[src/rtl/remap_pkg.sv]
package remap_pkg;
    localparam int ADDR_W     = 32;
    localparam int BASE_LSB   = 21;
    localparam int BASE_W     = 8;
    localparam int TGT_W      = ADDR_W - BASE_LSB;
    localparam int SIZE_W     = 3;
    localparam int MIN_LOG2   = 20;
    localparam int HOLE_BIT   = 27;
    localparam int SHIFT_W    = $clog2(ADDR_W);

    typedef struct packed {
        logic               en;
        logic               burst;
        logic               port;
        logic [TGT_W-1:0]   target;
        logic [SIZE_W-1:0]  size;
        logic [BASE_W-1:0]  base;
    } region_cfg_t;

    localparam int CFG_W = $bits(region_cfg_t);
endpackage

[src/rtl/remap_cfg_regs.sv]
module remap_cfg_regs
    import remap_pkg::*;
#(
    parameter int N_REGIONS = 4,
    localparam int IDX_W = (N_REGIONS > 1) ? $clog2(N_REGIONS) : 1
) (
    input  logic              clk,
    input  logic              rst_n,
    input  logic              wr_en,
    input  logic [IDX_W-1:0]  wr_sel,
    input  logic [CFG_W-1:0]  wr_data,
    output region_cfg_t       cfg_o [N_REGIONS]
);
    region_cfg_t cfg_d [N_REGIONS];
    region_cfg_t cfg_q [N_REGIONS];

    always_comb begin
        for (int i = 0; i < N_REGIONS; i++) begin
            cfg_d[i] = cfg_q[i];
            if (wr_en && (int'(wr_sel) == i)) begin
                cfg_d[i] = region_cfg_t'(wr_data);
            end
        end
    end

    always_ff @(posedge clk or negedge rst_n) begin
        if (!rst_n) begin
            for (int i = 0; i < N_REGIONS; i++) cfg_q[i] <= '0;
        end else begin
            for (int i = 0; i < N_REGIONS; i++) cfg_q[i] <= cfg_d[i];
        end
    end

    assign cfg_o = cfg_q;

    for (genvar g = 0; g < N_REGIONS; g++) begin : g_chk
        AST_CFG_WRITE_LANDS: assert property (@(posedge clk) disable iff (!rst_n)
            (wr_en && int'(wr_sel) == g) |=> (cfg_q[g] == $past(wr_data)));
        AST_CFG_HOLDS: assert property (@(posedge clk) disable iff (!rst_n)
            (!wr_en) |=> $stable(cfg_q[g]));
    end
endmodule

[src/rtl/remap_region_match.sv]
module remap_region_match
    import remap_pkg::*;
(
    input  region_cfg_t        cfg,
    input  logic [ADDR_W-1:0]  addr,
    output logic               hit,
    output logic [ADDR_W-1:0]  xlat_addr
);
    localparam logic [ADDR_W-1:0] ONE = {{(ADDR_W-1){1'b0}}, 1'b1};

    logic [SHIFT_W-1:0] bound;
    logic [ADDR_W-1:0]  lo_mask;
    logic [ADDR_W-1:0]  base_full;
    logic [ADDR_W-1:0]  tgt_full;
    logic [ADDR_W-1:0]  base_aligned;
    logic               legal;

    always_comb begin
        bound        = SHIFT_W'(MIN_LOG2) + SHIFT_W'(cfg.size);
        lo_mask      = (ONE << bound) - ONE;
        base_full    = {{(ADDR_W-BASE_LSB-BASE_W){1'b0}}, cfg.base, {BASE_LSB{1'b0}}};
        tgt_full     = {cfg.target, {BASE_LSB{1'b0}}};
        base_aligned = base_full & ~lo_mask;
        legal        = base_aligned[HOLE_BIT+1] | ~base_aligned[HOLE_BIT];
        hit          = cfg.en && legal && ((addr & ~lo_mask) == base_aligned);
        xlat_addr    = (tgt_full & ~lo_mask) | (addr & lo_mask);
    end
endmodule

[src/rtl/remap_unit.sv]
module remap_unit
    import remap_pkg::*;
#(
    parameter int N_REGIONS = 4,
    localparam int IDX_W = (N_REGIONS > 1) ? $clog2(N_REGIONS) : 1
) (
    input  logic              clk,
    input  logic              rst_n,
    input  logic              cfg_we,
    input  logic [IDX_W-1:0]  cfg_sel,
    input  logic [CFG_W-1:0]  cfg_wdata,
    input  logic              in_valid,
    input  logic [ADDR_W-1:0] in_addr,
    input  logic              in_cacheable,
    output logic              out_valid,
    output logic [ADDR_W-1:0] out_addr,
    output logic              out_port,
    output logic              out_burst,
    output logic              out_hit,
    output logic [IDX_W-1:0]  out_region,
    output logic              out_cacheable
);
    typedef struct packed {
        logic              valid;
        logic [ADDR_W-1:0] addr;
        logic              port;
        logic              burst;
        logic              hit;
        logic [IDX_W-1:0]  region;
        logic              cacheable;
    } out_t;

    region_cfg_t       cfg      [N_REGIONS];
    logic              hit_vec  [N_REGIONS];
    logic [ADDR_W-1:0] xlat_vec [N_REGIONS];
    logic              any_hit;
    out_t              out_d, out_q;

    remap_cfg_regs #(.N_REGIONS(N_REGIONS)) cfg_i (
        .clk     (clk),
        .rst_n   (rst_n),
        .wr_en   (cfg_we),
        .wr_sel  (cfg_sel),
        .wr_data (cfg_wdata),
        .cfg_o   (cfg)
    );

    for (genvar g = 0; g < N_REGIONS; g++) begin : g_region
        remap_region_match match_i (
            .cfg       (cfg[g]),
            .addr      (in_addr),
            .hit       (hit_vec[g]),
            .xlat_addr (xlat_vec[g])
        );
    end

    always_comb begin
        out_d           = '0;
        out_d.valid     = in_valid;
        out_d.cacheable = in_cacheable;
        out_d.addr      = in_addr;
        out_d.burst     = 1'b1;
        any_hit         = 1'b0;
        // Walk from the top so the lowest index is written last and wins
        for (int i = N_REGIONS - 1; i >= 0; i--) begin
            if (hit_vec[i]) begin
                any_hit      = 1'b1;
                out_d.hit    = 1'b1;
                out_d.region = IDX_W'(i);
                out_d.addr   = xlat_vec[i];
                out_d.port   = cfg[i].port;
                out_d.burst  = cfg[i].burst;
            end
        end
    end

    always_ff @(posedge clk or negedge rst_n) begin
        if (!rst_n) out_q <= '0;
        else        out_q <= out_d;
    end

    assign out_valid     = out_q.valid;
    assign out_addr      = out_q.addr;
    assign out_port      = out_q.port;
    assign out_burst     = out_q.burst;
    assign out_hit       = out_q.hit;
    assign out_region    = out_q.region;
    assign out_cacheable = out_q.cacheable;

    AST_VALID_FOLLOWS: assert property (@(posedge clk) disable iff (!rst_n)
        1'b1 |=> (out_valid == $past(in_valid)));
    AST_ATTR_FORWARDED: assert property (@(posedge clk) disable iff (!rst_n)
        in_valid |=> (out_cacheable == $past(in_cacheable)));
    AST_OFFSET_KEPT: assert property (@(posedge clk) disable iff (!rst_n)
        in_valid |=> (out_addr[MIN_LOG2-1:0] == $past(in_addr[MIN_LOG2-1:0])));
    AST_MISS_PASSTHRU: assert property (@(posedge clk) disable iff (!rst_n)
        (in_valid && !any_hit) |=> (out_addr == $past(in_addr) && !out_hit && !out_port));
    AST_HIT_FLAGGED: assert property (@(posedge clk) disable iff (!rst_n)
        (in_valid && any_hit) |=> out_hit);
endmodule

[config.mk]
export PLATFORM = sky130hd
export DESIGN_NAME = remap_unit
export DESIGN_NICKNAME = d
export VERILOG_FILES = /design/src/rtl/remap_pkg.sv /design/src/rtl/remap_cfg_regs.sv /design/src/rtl/remap_region_match.sv /design/src/rtl/remap_unit.sv
export SDC_FILE = /design/constraint.sdc
export NUM_CORES = 1
export LEC_CHECK = 0
export BUFFER_PORTS_ARGS = -buffer_cell sky130_fd_sc_hd__buf_2
export CAP_MARGIN = 15
export CORE_ASPECT_RATIO = 2
export CORE_MARGIN = 5
export CORE_UTILIZATION = 57
export CTS_CLUSTER_SIZE = 8
export DETAILED_ROUTE_END_ITERATION = 8
export GPL_TIMING_DRIVEN = 0
export PLACE_DENSITY = 0.86
export SYNTH_ARGS = -nofsm -noshare
export SYNTH_HDL_FRONTEND = slang
export SYNTH_SLANG_ARGS = --single-unit
[constraint.sdc]
create_clock -name clk -period 2.5 [get_ports clk]
set_input_delay 0 -clock clk [delete_from_list [all_inputs] [get_ports clk]]
set_output_delay 0 -clock clk [all_outputs]
set_load 0.005 [all_outputs]
After elaboration in Yosys (flattened, before gate mapping)

Cells that the tools add are included.

Register bits after elaboration: 139
Latch bits: 0
Bits in writable memories: 0
Bits in read-only memories: 0
Input port bits: 64
Output and inout bits: 39
Logic and storage cells: 99
Memories kept: 0

$add $sub $neg: 8
$mul: 0
Div/mod/pow operators: 0
$lt $le $gt $ge: 0
Eq/ne operators: 7
Shift-type cells: 4
Muxes and demuxes: 4
Bitwise logic cells: 32
Reduce and logical (&&, ||, !) cells: 13

Operator list:

| cell                    | number |
|---|---|
| $and A32 B32 Y32        | 12 |
| $mux W37                | 4 |
| $and A29 B32 Y32        | 4 |
| $eq A32 B32 Y1          | 4 |
| $not A32 Y32            | 4 |
| $or A32 B32 Y32         | 4 |
| $shl A1 B5 Y32 const A  | 4 |
| $sub A32 B1 Y32 const B | 4 |
| $add A5 B3 Y5 const A   | 4 |
| $logic_and A1 B1 Y1     | 12 |
| $eq A2 B2 Y1 const B    | 2 |
| $not A1 Y1              | 4 |
| $or A1 B1 Y1            | 4 |
| $eq A2 B1 Y1 const B    | 1 |
| $logic_not A2 Y1        | 1 |

Depth between registers and ports, before layout

Depth after elaboration: 13
Depth in mapped cells: 9
Depth with buffers taken out: 7

By module

From an unflattened synthesis, not the netlist that was laid out.

Cells, all modules: 741
Area, all modules: 8378.0 um^2

Modules (own cells, without submodules):

| module             | times used | cells each | area each (um^2) | seq. area each (um^2) |
|---|---|---|---|---|
| remap_cfg_regs     | 1          | 212        | 3757.4           | 2502.4 |
| remap_unit         | 1          | 209        | 2348.5           | 975.9 |
| remap_region_match | 4          | 80         | 568.0            | 0.0 |

Least setup slack after synthesis

OpenSTA, ideal clock, no wires.

Kind: register to register
Start: reg cfg_i.cfg_o[10] (netlist name)
End: reg out_q, in the netlist out_addr[24]
Library setup time: 0.128 ns
Arrival time: 1.922 ns
Data required time: 2.372 ns
Slack: 0.450 ns
Stages on the path, launching flop included: 8
Buffers on the path: 2
Clock period less this slack: 2.050 ns
Cell sequence: dfrtp_1 clkbuf_1 a2111oi_0 nand4b_1 buf_2 nor3_1 a211oi_1 o31ai_1

RTL lines:

| item                 | RTL line         | RTL |
|---|---|---|
| end signal, assigned | remap_unit.sv:79 | `else out_q <= out_d;` |
| end, declared        | remap_unit.sv:37 | `out_t out_d, out_q;` |

==> results.yml <==
timing:
  finalSetupViolCount: 3
  setup_slack_ns: -0.0236
  hold_ws_ns: 0.0331
  rsz0062_at_grt: "yes"
  post-route-period-util_pct: 101
  worst_pin_slew_ns: 0.852
  finalSetupTns_ns: -0.0424
  slew_headroom_pct: 43.2
  final-hold-violation-count: 0
  finalMaxSlewViolations: 0
  finClkSkew_ns: 0.00781
  post-route-min-period_ns: 2.52
  fmax_ghz: 0.396
critical_path:
  r2r_end: "out_addr[23]$_DFF_PN0_"
  end_kind: "flip-flop"
  cp_data_arrival_time_ns: 2.82
  regToRegSetupSlack_ns: -0.02
  cp-start-kind: "flip-flop"
  cp_max_fo: 10
  path_class: "flip-flop to flip-flop"
  reg2regPathDepth: 8
  cp_data_required_time_ns: 2.80
  reg2reg_from: "cfg_i.cfg_o[84]$_DFFE_PN0P_"
logic_synthesis:
  ys_seq_elements: 139
  synth_area_leaders: "dfrtp_1 51%, mux2_2 17%, xor2_1 2.5%"
  synth_area_per_cell_um2: 12.3
  synthCells: 554
  ys_types: 65
  synth_area_leader_cell: "dfrtp_1"
  ys_seq_area_share_pct: 51.3
  ys.flop_type: "dfrtp_1"
  synth-async-reset-ratio_pct: 100
  ys_warn_count: 0
  synth_edf_count: 0
  syn-cell-area_mm2: 0.00679
  synth.top_cell.area_share_pct: 51.3
die:
  die-area_mm2: 0.0143
  initial_utilization_pct: 58.0
  die_x_um: 87.2
  die-height_um: 164
  num_rows: 56
  core-area_mm2: 0.0117
  ios: 103
global_routing:
  grt-ovfl-total: 0
  grt_usage_pct: 28.8
  grt_pass1_wl_mm: 30.4
  grt_max_degree: 91
  antenna_found_initial: 0
  grt_pass1_vias: 5775
placement:
  gp_congestion: 1.00
  placed_cell_area_mm2: 0.00750
  dp_hpwl_mm: 14.0
  io_buffers: 93
finish:
  layout_common_cells: "139 x dfrtp_1, 104 x mux2_2, 103 x buf_2"
  multiInputGateArea_mm2: 0.00308
  drive_gt1_share_pct: 37.5
  area.growth.synth_to_final_pct: 27.8
  layout_commonest_cell: "dfrtp_1"
  fin_nets: 797
  final_cell_area_mm2: 0.00867
  diodes: 0
  area.sequential_mm2: 0.00348
  nFillCells: 762
  utilization_pct: 74.1
run_status:
  status: "finished with violations"
  violations: "setup timing"
worst_hold_path:
  min_path_type: "input port to flip-flop"
  holdPathEnd: "cfg_i.cfg_o[87]$_DFFE_PN0P_"
  hold_path_depth: 3
  min-delay-start: "cfg_sel[0]"
routing:
  drt.antenna.violating_nets: 0
  routed_wirelength_mm: 19.8
  first_iter_violations: 339
  avgViaCountPerCell: 6.14
  drc: 0
  vias: 5444
  first_pass_iters: 6
  wl_per_cell_um: 22.3
cts:
  cts_max_level: 4
  cts_buffers: 17
  clockRootBuffer: "clkbuf_16"
  clockBufferDepth: 2
  path_clk_slew_ns: 0.06
  insertion_delay_ns: 0.43
  cts_tree: "yes"
  cts_sinks: 139
pwr:
  p_per_area_mw_per_mm2: 762
  p_leak_uw: 0.00388
  power.total_uw: 6610
  peakVddDrop_mv: 0.681
run:
  maxCapViolations: 0
## where the power goes
group | switching [uW] | internal, uW | total (uW)
clock | 1070 | 1400 | 2470
combinational | 680 | 646 | 1330
sequential | 228 | 2590 | 2810
total | 1970 | 4630 | 6610
## cell families after synthesis
| family | count (synthesis) | share of synthesized area [%] |
|---|---|---|
| AO/OA/AOI/OAI | 99 | 11.3 |
| XOR/XNOR | 29 | 3.74 |
| adder cells (fa/ha/maj) | 4 | 0.737 |
| buffers and inverters | 58 | 4.33 |
| flip-flops | 139 | 51.3 |
| multiplexers | 116 | 19.1 |
| other | 1 | 0.0553 |
| AND/OR/NAND/NOR | 108 | 9.44 |
## routing by layer
metal,GRT usage (%),routed length (um)
met1,29.1,6550
met3,4.97,1090
met4,23.5,1650
met5,0,0
met2,50.0,10500
## sequential cells by signal, summed over array words and instances (netlist names)
name / count
out_addr: 32
out_region: 2
out_burst: 1
cfg_i.cfg_o: 100
out_cacheable: 1
out_port: 1
out_hit: 1
out_valid: 1
## cells in the mapped netlist, types with 3 or more instances
cell,n
xor2_1,19
and3_1,4
a311oi_1,4
o31a_1,14
inv_1,15
o211ai_1,3
mux2_2,104
a211oi_1,11
xnor2_1,10
nor2b_1,5
o21ai_0,9
nand3b_1,5
nor3_1,14
o21a_1,4
a21oi_1,12
mux2i_1,11
a21boi_0,4
ha_1,4
dfrtp_1,139
nand2b_1,5
nand2_1,15
nand3_1,13
nor2_1,19
a221oi_1,5
buf_6,5
o31ai_1,9
clkbuf_1,23
buf_2,12
or4b_1,4
and2_1,4
## critical path, stage by stage, from the launching register on
cell and delay, ns:
dfrtp_1 0.35, buf_2 0.18, o211ai_1 0.31, nand3_1 0.22
and4b_1 0.27, buf_2 0.23, nand2_4 0.16, nand2_1 0.24
o31ai_1 0.44
## worst max-delay path by stage
stage                                     start                          end  slack [ns]  depth (start not counted)
floorplan           cfg_i.cfg_o[10]$_DFFE_PN0P_       out_addr[24]$_DFF_PN0_        0.45                          7
global placement                          rst_n  cfg_i.cfg_o[81]$_DFFE_PN0P_       -0.28                          1
detailed placement  cfg_i.cfg_o[10]$_DFFE_PN0P_       out_addr[28]$_DFF_PN0_       -0.12                          7
CTS                                 in_addr[30]       out_addr[27]$_DFF_PN0_        0.03                          9
global route        cfg_i.cfg_o[84]$_DFFE_PN0P_       out_addr[23]$_DFF_PN0_       -0.04                          8
finish              cfg_i.cfg_o[84]$_DFFE_PN0P_       out_addr[23]$_DFF_PN0_       -0.02                          8
## stage by stage
stage                     cells  worst slack, ns
after floorplan             561            0.450
after global placement      799           -0.282
after detailed placement    801           -0.119
after CTS                   888           0.0285
after global routing        887          -0.0364
final                       887          -0.0236
## cell type report
class	instances	share of cell area, %
plain buffers	41	2.73
clock buffers	17	4.91
clock inverters	15	1.76
inverters	15	0.649
multi-input cells	364	35.6
flip-flops and latches	139	40.1
well taps	145	2.09
repair buffers	151	12.2
## timing repair
action / in CTS / in global routing
pin swaps: 1 / 2
hold endpoints to repair: 205 / 0
cloned: 0 / 0
hold buffers: 52 / 0
setup endpoints to repair: 11 / 7
resized for setup: 4 / 9
setup buffers: 4 / 0
No activity file was read; power rests on OpenSTA's default activity.
